File: config.mk
export PLATFORM = sky130hd
export DESIGN_NAME = qm_latch
export DESIGN_NICKNAME = d
export VERILOG_FILES = /design/src/rtl/qm_latch_pkg.sv /design/src/rtl/qm_mode_sel.sv /design/src/rtl/qm_addr_dec.sv /design/src/rtl/qm_out_bank.sv /design/src/rtl/qm_latch.sv
export SDC_FILE = /design/constraint.sdc
export NUM_CORES = 1
export LEC_CHECK = 0
export BUFFER_PORTS_ARGS = -buffer_cell sky130_fd_sc_hd__buf_2
export CELL_PAD_IN_SITES_DETAIL_PLACEMENT = 1
export CELL_PAD_IN_SITES_GLOBAL_PLACEMENT = 1
export CORE_MARGIN = 2
export CORE_UTILIZATION = 36
export DETAILED_ROUTE_END_ITERATION = 7
export HOLD_SLACK_MARGIN = 0.03
export MAX_ROUTING_LAYER = met4
export PLACE_DENSITY = 0.78
export SLEW_MARGIN = 10
export SYNTH_ARGS = -nofsm -noshare
export SYNTH_HDL_FRONTEND = slang
export SYNTH_HIERARCHICAL = 1
export SYNTH_SLANG_ARGS = --single-unit
File: constraint.sdc
create_clock -name clk -period 0.9 [get_ports clk]
set_input_delay 0.045 -clock clk [delete_from_list [all_inputs] [get_ports clk]]
set_output_delay 0.045 -clock clk [all_outputs]
set_load 0.02 [all_outputs]
File: src/rtl/qm_latch_pkg.sv
package qm_latch_pkg;

  typedef enum logic [1:0] {
    MODE_WRITE  = 2'd0,
    MODE_HOLD   = 2'd1,
    MODE_DECODE = 2'd2,
    MODE_CLEAR  = 2'd3
  } qm_mode_e;

endpackage

File: src/rtl/qm_mode_sel.sv
module qm_mode_sel
  import qm_latch_pkg::*;
(
  input  logic     wr_en_n,
  input  logic     clr_n,
  output qm_mode_e mode
);

  // The two active-low controls pick one of four modes.
  always_comb begin
    unique case ({wr_en_n, clr_n})
      2'b01:   mode = MODE_WRITE;
      2'b11:   mode = MODE_HOLD;
      2'b00:   mode = MODE_DECODE;
      default: mode = MODE_CLEAR;
    endcase
  end

endmodule

File: src/rtl/qm_addr_dec.sv
module qm_addr_dec #(
  parameter int NUM_OUT = 8,
  parameter int ADDR_W  = 3
) (
  input  logic [ADDR_W-1:0]  sel,
  output logic [NUM_OUT-1:0] hit
);

  for (genvar i = 0; i < NUM_OUT; i++) begin : g_hit
    assign hit[i] = (sel == ADDR_W'(i));
  end

endmodule

File: src/rtl/qm_out_bank.sv
module qm_out_bank
  import qm_latch_pkg::*;
#(
  parameter int NUM_OUT = 8
) (
  input  logic               clk,
  input  logic               rst_n,
  input  qm_mode_e           mode,
  input  logic               data_in,
  input  logic [NUM_OUT-1:0] hit,
  output logic [NUM_OUT-1:0] outs
);

  for (genvar i = 0; i < NUM_OUT; i++) begin : g_bit
    logic nxt;

    always_comb begin
      unique case (mode)
        MODE_WRITE:  nxt = hit[i] ? data_in : outs[i];
        MODE_HOLD:   nxt = outs[i];
        MODE_DECODE: nxt = hit[i] & data_in;
        default:     nxt = 1'b0;
      endcase
    end

    always_ff @(posedge clk or negedge rst_n) begin
      if (!rst_n) outs[i] <= 1'b0;
      else        outs[i] <= nxt;
    end
  end

endmodule

File: src/rtl/qm_latch.sv
module qm_latch
  import qm_latch_pkg::*;
#(
  parameter int NUM_OUT = 8,
  localparam int ADDR_W = $clog2(NUM_OUT)
) (
  input  logic               clk,
  input  logic               rst_n,
  input  logic               wr_en_n,
  input  logic               clr_n,
  input  logic               data_in,
  input  logic [ADDR_W-1:0]  sel,
  output logic [NUM_OUT-1:0] outs
);

  qm_mode_e           mode;
  logic [NUM_OUT-1:0] hit;

  qm_mode_sel u_mode (
    .wr_en_n (wr_en_n),
    .clr_n   (clr_n),
    .mode    (mode)
  );

  qm_addr_dec #(
    .NUM_OUT (NUM_OUT),
    .ADDR_W  (ADDR_W)
  ) u_dec (
    .sel (sel),
    .hit (hit)
  );

  qm_out_bank #(
    .NUM_OUT (NUM_OUT)
  ) u_bank (
    .clk     (clk),
    .rst_n   (rst_n),
    .mode    (mode),
    .data_in (data_in),
    .hit     (hit),
    .outs    (outs)
  );

endmodule

Word-level counts from Yosys, hierarchy flattened
Cells that the tools add are included.
{"block": "word_totals", "inputBits": 8, "latchBits": 0, "wordCells": 64, "memories": 0, "ramBits": 0, "ff_bits": 8, "romBits": 0, "output_inout_bits": 8}
{"block": "op_classes", "reduce_logical": 11, "eq_ne": 19, "addsub": 0, "order_cmp": 0, "multipliers": 0, "shifts": 0, "bitwise_logic": 9, "div_mod_pow": 0, "n_mux": 17}
{"operator": "1-bit case mux with 3 select lines", "count": 8}
{"operator": "2-bit by 1-bit inequality test with 1-bit output (second input constant)", "count": 8}
{"operator": "2-bit AND reduction", "count": 8}
{"operator": "3-bit equality test (second input constant)", "count": 4}
{"operator": "1-bit AND", "count": 8}
{"operator": "1-bit two-way mux", "count": 8}
{"operator": "3-bit by 2-bit equality test with 1-bit output (second input constant)", "count": 2}
{"operator": "2-bit case mux with 3 select lines", "count": 1}
{"operator": "2-bit by 1-bit equality test with 1-bit output (second input constant)", "count": 2}
{"operator": "2-bit equality test (second input constant)", "count": 2}
{"operator": "2-bit logical NOT", "count": 2}
{"operator": "3-bit by 1-bit equality test with 1-bit output (second input constant)", "count": 1}
{"operator": "3-bit logical NOT", "count": 1}
{"operator": "1-bit NOT", "count": 1}

Depth between registers and ports, before layout
Gate-level depths: netlist (run 1).
{"block": "depth", "word_depth": 5, "mapped_depth": 3}

Cells and area by module
The synthesis (run 1) kept the hierarchy.
{"mod": "qm_out_bank", "n_inst": 1, "cells_each": 32, "area_per_inst_um2": 420.4}
{"mod": "qm_addr_dec", "n_inst": 1, "cells_each": 8, "area_per_inst_um2": 65.1}
{"mod": "qm_mode_sel", "n_inst": 1, "cells_each": 2, "area_per_inst_um2": 7.5}

Least setup slack after synthesis (run 1)
Ideal clock, no wire load.
{"block": "synth_path", "path_kind": "flip-flop to flip-flop", "startpoint": "reg u_bank/outs[3] (netlist name)", "endpoint": "reg u_bank.outs[3]", "period_less_slack_ns": 0.949, "path_stages_with_launch": 3, "t_required_ns": 0.775, "n_path_buf": 0, "arrival_ns": 0.824, "setup_slack_ns": -0.049, "path_cell_list": "dfrtp_1 > nor2b_1 > mux2_4"}
{"element": "end signal: indexed assignment", "line_no": "qm_out_bank.sv:28", "rtl": "else outs[i] <= nxt;"}
{"element": "end: declaration", "line_no": "qm_out_bank.sv:11", "rtl": "output logic [NUM_OUT-1:0] outs"}

==> results of run 1 <==
==> cells in the mapped netlist, drive strengths merged <==
cell type  number  area share
and3            1       0.015
mux2            8        0.24
dfrtp           8        0.41
inv             1      0.0076
nor3b           3       0.046
nor3            1       0.010
and3b           3       0.061
clkbuf          1      0.0076
nor2b           8        0.10
nand2b          8        0.10
==> area by class of cell <==
cell class / count / share of cell area
Tap cell: 15 / 0.0301
Sequential cell: 8 / 0.321
Timing Repair Buffer: 16 / 0.137
Inverter: 1 / 0.00602
Clock buffer: 3 / 0.0361
Multi-Input combinational cell: 32 / 0.470
==> power breakdown <==
part / switching [mW] / leakage (nW) / internal, mW
combinational: 0.0688 / 0.214 / 0.0656
clock: 0.107 / 0.0138 / 0.152
sequential: 0.00506 / 0.110 / 0.373
==> routing by layer <==
metal	up-vias	GRT usage
met5	-	-
met4	0	0.100
met3	2	0
met2	11	0.242
met1	162	0.183
li1	176	-
==> worst min-delay path by stage <==
stage                     slack (ps)    start  cells after the start                         end
after floorplan                 -250    rst_n                      0  u_bank/outs[0]$_DFFE_PN0P_
after detailed placement        -110    rst_n                      1  u_bank/outs[3]$_DFFE_PN0P_
final                            150  data_in                      2  u_bank/outs[3]$_DFFE_PN0P_
after CTS                        150  data_in                      2  u_bank/outs[3]$_DFFE_PN0P_
after global placement          -110    rst_n                      1  u_bank/outs[6]$_DFFE_PN0P_
after global routing             170  data_in                      2  u_bank/outs[4]$_DFFE_PN0P_
==> layout by cell type (no fill, tap or decap) <==
| cell type | netlist | final |
|---|---|---|
| buf_2 | 0 | 15 |
| nand2b_1 | 8 | 8 |
| mux2_4 | 8 | 8 |
| dfrtp_1 | 8 | 8 |
| nor2b_1 | 8 | 7 |
| clkbuf_4 | 0 | 3 |
| nor3b_1 | 3 | 3 |
| and3b_2 | 3 | 3 |
| dlygate4sd3_1 | 0 | 1 |
| nor2b_4 | 0 | 1 |
| nor3_1 | 1 | 1 |
| and3_2 | 1 | 1 |
| inv_1 | 1 | 1 |
==> metrics by stage <==
step / instances / hold slack (ps) / setup TNS (ps) / setup slack (ps) / utilization
after detailed placement: 71 / -106 / -105 / -24.3 / 0.454
after CTS: 75 / 152 / 0 / 0.826 / 0.485
after global placement: 71 / -111 / -34.8 / -22.1 / 0.454
after floorplan: 42 / -251 / -395 / -49.4 / -
after global routing: 75 / 172 / -82.8 / -23.2 / 0.485
final: 75 / 152 / 0 / 8.26 / 0.485
==> cell families after synthesis <==
| kind of cell | synth area share |
|---|---|
| buf+inv | 0.0152 |
| simple gates | 0.335 |
| flops | 0.406 |
| mux | 0.244 |
==> critical path: stages, from the launching register on <==
cell and delay (ps):
dfrtp_1 360, nor2b_1 140, mux2_4 270
==> repair_timing <==
action	4_1_cts	5_1_grt
hold buffers	1	0
gates resized for setup	2	0
setup endpoints to repair	1	6
setup buffers	0	0
hold endpoints to repair	8	0
==> reports/qor.txt, run 1 <==
# rows -> 13
metal2 WL -> 471 um
initial antenna violation count -> 0
class of the worst hold path -> in2reg
top layer in use -> met4
RSZ-0062 raised after global routing -> true
CP startpoint -> u_bank/outs[5]$_DFFE_PN0P_
Core ar. -> 1280 um2
critical path arrival -> 1020 ps
ANT cells -> 0
max-cap violations -> 0
GRT Total Usage -> 0.150
largest net degree at the start of global routing -> 9
Least-Margin Pin Slew -> 276 ps
end of the critical path -> u_bank/outs[5]$_DFFE_PN0P_
period utilisation layout -> 0.991
Biggest register -> u_bank/outs
critical path type -> reg2reg
Avg Cell Area, Syn -> 11.7 um2
sequential cell area fraction in the yosys report -> 0.406
worst reg2reg startpoint -> u_bank/outs[5]$_DFFE_PN0P_
grt total ovfl -> 0
Die Width -> 41.0 um
Regs by FF count -> u_bank/outs: 8 flops
Final Instance Area -> 623 um2
drt first pass iters -> 3
Die Y -> 41.0 um
storage element area -> 200 um2
Worst-path clk slew -> 50 ps
Initial Util -> 0.384
cts bufs inserted -> 3
multi-input logic area -> 293 um2
met1 wire length -> 433 um
power per cell area -> 1240 nW/um2
detailed-route vias per instance -> 4.68
number of port buffers -> 15
overall power -> 0.771 mW
vias in the first global route -> 349
register-to-register setup slack -> 8 ps
Crit Path Max Fanout -> 2
Boundary Pins -> 16
CTS sink cnt -> 8
Mapped Nets -> 50
drc violations -> 0
fin. max-slew vios -> 0
critical path required time -> 1030 ps
fin nets -> 70
DIE AREA -> 1680 um2
Reg-to-Reg End -> u_bank/outs[5]$_DFFE_PN0P_
drt total wl -> 964 um
clock root cell -> clkbuf_4
Vias -> 351
Setup crit start kind -> register
status -> finished clean
Area Growth Syn to Fin -> 26.4%
clk_lat worst skew -> 240 ps
1st-iter DRT viols -> 1
routed length per instance -> 12.9 um
detailed placement HPWL -> 737 um
fill count -> 154
leakage -> 0.337 nW
H-tree Lvls -> 1
Final ANT Viol Nets -> 0
worst ir drop on vdd -> 0.000327 V
Yosys Warn Count -> 6
wire length on met3 -> 39 um
number of flip-flops under the largest register name -> 8
RePlAce Congestion -> 0.619
Hold Vio Cnt, Final -> 0
synthesis-stage register bit count -> 8
first-pass GRT wire length -> 1560 um
clock skew -> 0 ps
layout cells sized above 1 -> 0.517
CTS tree -> done
Distinct cells, synth -> 10
Placed Area -> 583 um2
fin crit period -> 892 ps
Rel. slew slack -> 0.816
Synth Cell Area -> 493 um2
R2R cell count -> 2
clk buf depth -> 2
CP endpoint kind -> register
Achievable Freq -> 1.12 GHz
Synth Instances -> 42
Final setup viols -> 0
Power figures use the tool's default switching activity.
==> run 2, diff against run 1 <==
- CORE_UTILIZATION: 36 -> 38
- PLACE_DENSITY: 0.78 -> 0.82
- RECOVER_POWER: default -> 100
- clock period: 0.9 -> 1.1 ns (I/O delays scaled with it)
==> reports/qor.txt, run 2 (synthesis results as in run 1) <==
drc violations -> 0 (unchanged)
Least-Margin Pin Slew -> 422 ps (+146 ps)
WHS Endpoint -> u_bank/outs[4]$_DFFE_PN0P_
GRT Total Usage -> 0.166 (+0.0165)
number of port buffers -> 15 (unchanged)
Final ANT Viol Nets -> 0 (unchanged)
worst reg2reg startpoint -> u_bank/outs[0]$_DFFE_PN0P_
post-cts hold buffer count -> 1 (unchanged)
ANT cells -> 0 (unchanged)
worst ir drop on vdd -> 0.000522 V (+60%)
overall power -> 0.618 mW (-20%)
period utilisation layout -> 0.880 (-0.111)
detailed-route vias per instance -> 4.93 (+5.4%)
critical path type -> reg2reg
clock skew -> 0 ps (unchanged)
CTS sink cnt -> 8 (unchanged)
critical path required time -> 1220 ps (+190 ps)
first-pass GRT wire length -> 1680 um (+8.0%)
Die Y -> 40.0 um (-2.4%)
leakage -> 0.277 nW (-18%)
Hold Vio Cnt, Final -> 0 (unchanged)
Achievable Freq -> 1.03 GHz (-7.8%)
WHS Path Cells -> 2 (unchanged)
register-to-register setup slack -> 130 ps (+120 ps)
fin crit period -> 968 ps (+75.9 ps)
CP endpoint kind -> register
number of flip-flops under the largest register name -> 8 (unchanged)
layout cells sized above 1 -> 0.217 (-0.300)
Boundary Pins -> 16 (unchanged)
crit path max-delay cell type -> dfrtp_1
Setup crit start kind -> register
Setup TNS -> 0 ps (unchanged)
clk buf depth -> 2 (unchanged)
fin nets -> 70 (unchanged)
DIE AREA -> 1600 um2 (-4.7%)
Placed Area -> 582 um2 (-0.21%)
Initial Util -> 0.426 (+0.0428)
# rows -> 12 (-1)
drt first pass iters -> 4 (+1)
setup bufs post-CTS -> 0 (unchanged)
Final Instance Area -> 573 um2 (-8.0%)
most frequent cells in the layout -> 9 x clkbuf_1, 8 x nor2b_1, 8 x nand2b_1, 8 x mux2_1, 8 x dfrtp_1
fill count -> 142 (-7.8%)
Reg-to-Reg End -> u_bank/outs[0]$_DFFE_PN0P_
CP cell instances -> nor2b_1 > mux2_1
RSZ-0062 raised after global routing -> false
cts bufs inserted -> 3 (unchanged)
Core ar. -> 1160 um2 (-10%)
Area Growth Syn to Fin -> 16.2%
Util after Layout -> 0.496 (+0.0108)
status -> finished clean
vias in the first global route -> 366 (+4.9%)
H-tree Lvls -> 1 (unchanged)
max-cap violations -> 0 (unchanged)
R2R cell count -> 2 (unchanged)
clk_lat worst skew -> 240 ps (about the same)
RePlAce Congestion -> 0.620 (+0.13%)
Regs by FF count -> u_bank/outs: 8 flops
Vias -> 365 (+4.0%)
1st-iter DRT viols -> 4 (+3)
Worst-path clk slew -> 50 ps (about the same)
post-CTS sizing -> 0 (-2)
Crit Path Max Fanout -> 2 (unchanged)
critical path arrival -> 1080 ps (+60 ps)
Rel. slew slack -> 0.718 (-0.0973)
power per cell area -> 1080 nW/um2 (-13%)
max incr delay on CP -> 380 ps (+20 ps)
fin. max-slew vios -> 0 (unchanged)
initial antenna violation count -> 0 (unchanged)
Final setup viols -> 0 (unchanged)
grt total ovfl -> 0 (unchanged)
CTS tree -> done
class of the worst hold path -> in2reg
Die Width -> 40.0 um (-2.4%)
largest net degree at the start of global routing -> 9 (unchanged)
routed length per instance -> 14.3 um (+11%)
commonest non-fill, non-tap cell in the layout -> clkbuf_1
clock root cell -> clkbuf_4
Biggest register -> u_bank/outs
Hold Path Origin -> data_in
drt total wl -> 1060 um (+9.5%)
## run 2: cell count changes in the layout (fill, tap and decap cells not counted)
cell,previous run,this run
mux2_1,0,8
buf_2,15,6
nor2b_4,1,0
nor2b_1,7,8
clkbuf_1,0,9
mux2_4,8,0
## run 2: report_power, final
group,internal [mW],switching (mW)
logic,0.0400,0.0541
clock network,0.124,0.0900
registers,0.305,0.00486
total,0.469,0.149
## run 2: how the worst max path moves through the flow
| stage | from | end | slack, ps |
|---|---|---|---|
| after detailed placement | sel[2] | u_bank/outs[0]$_DFFE_PN0P_ | 160 |
| after global placement | sel[2] | u_bank/outs[1]$_DFFE_PN0P_ | 170 |
| after global routing | u_bank/outs[0]$_DFFE_PN0P_ | u_bank/outs[0]$_DFFE_PN0P_ | 90 |
| after floorplan | u_bank/outs[3]$_DFFE_PN0P_ | u_bank/outs[3]$_DFFE_PN0P_ | 150 |
| final | u_bank/outs[0]$_DFFE_PN0P_ | u_bank/outs[0]$_DFFE_PN0P_ | 130 |
| after CTS | u_bank/outs[0]$_DFFE_PN0P_ | u_bank/outs[0]$_DFFE_PN0P_ | 180 |
## run 2: layout make-up
| cell class | count | area [um2] | area share |
|---|---|---|---|
| Clock buffer | 3 | 22.5 | 0.0393 |
| Sequential cell | 8 | 200 | 0.349 |
| Inverter | 1 | 3.75 | 0.00655 |
| Tap cell | 14 | 17.5 | 0.0306 |
| Multi-Input combinational cell | 32 | 255 | 0.445 |
| Timing Repair Buffer | 16 | 73.8 | 0.129 |
## run 2: through the flow
stage	hold WS [ps]	setup slack, ps	cells
3_3_place_gp	-103	169	70
5_1_grt	155	95.0	74
2_1_floorplan	-241	151	42
3_5_place_dp	-93.9	159	70
4_1_cts	166	179	74
6_report	135	132	74
## run 2: metal layers
layer  vias to the layer above  GRT usage  wire length, um
met4                         0     0.0517                0
li1                        177          -                -
met3                         0     0.0167               65
met5                         -          -                0
met2                        14      0.282              505
met1                       174      0.206              484
## run 2: critical path, delay by kind of cell, from the launching register on
| kind | cells | cell delay (ps) |
|---|---|---|
| flip-flops | 1 | 380 |
| multiplexers | 1 | 320 |
| AND/OR/NAND/NOR | 1 | 150 |
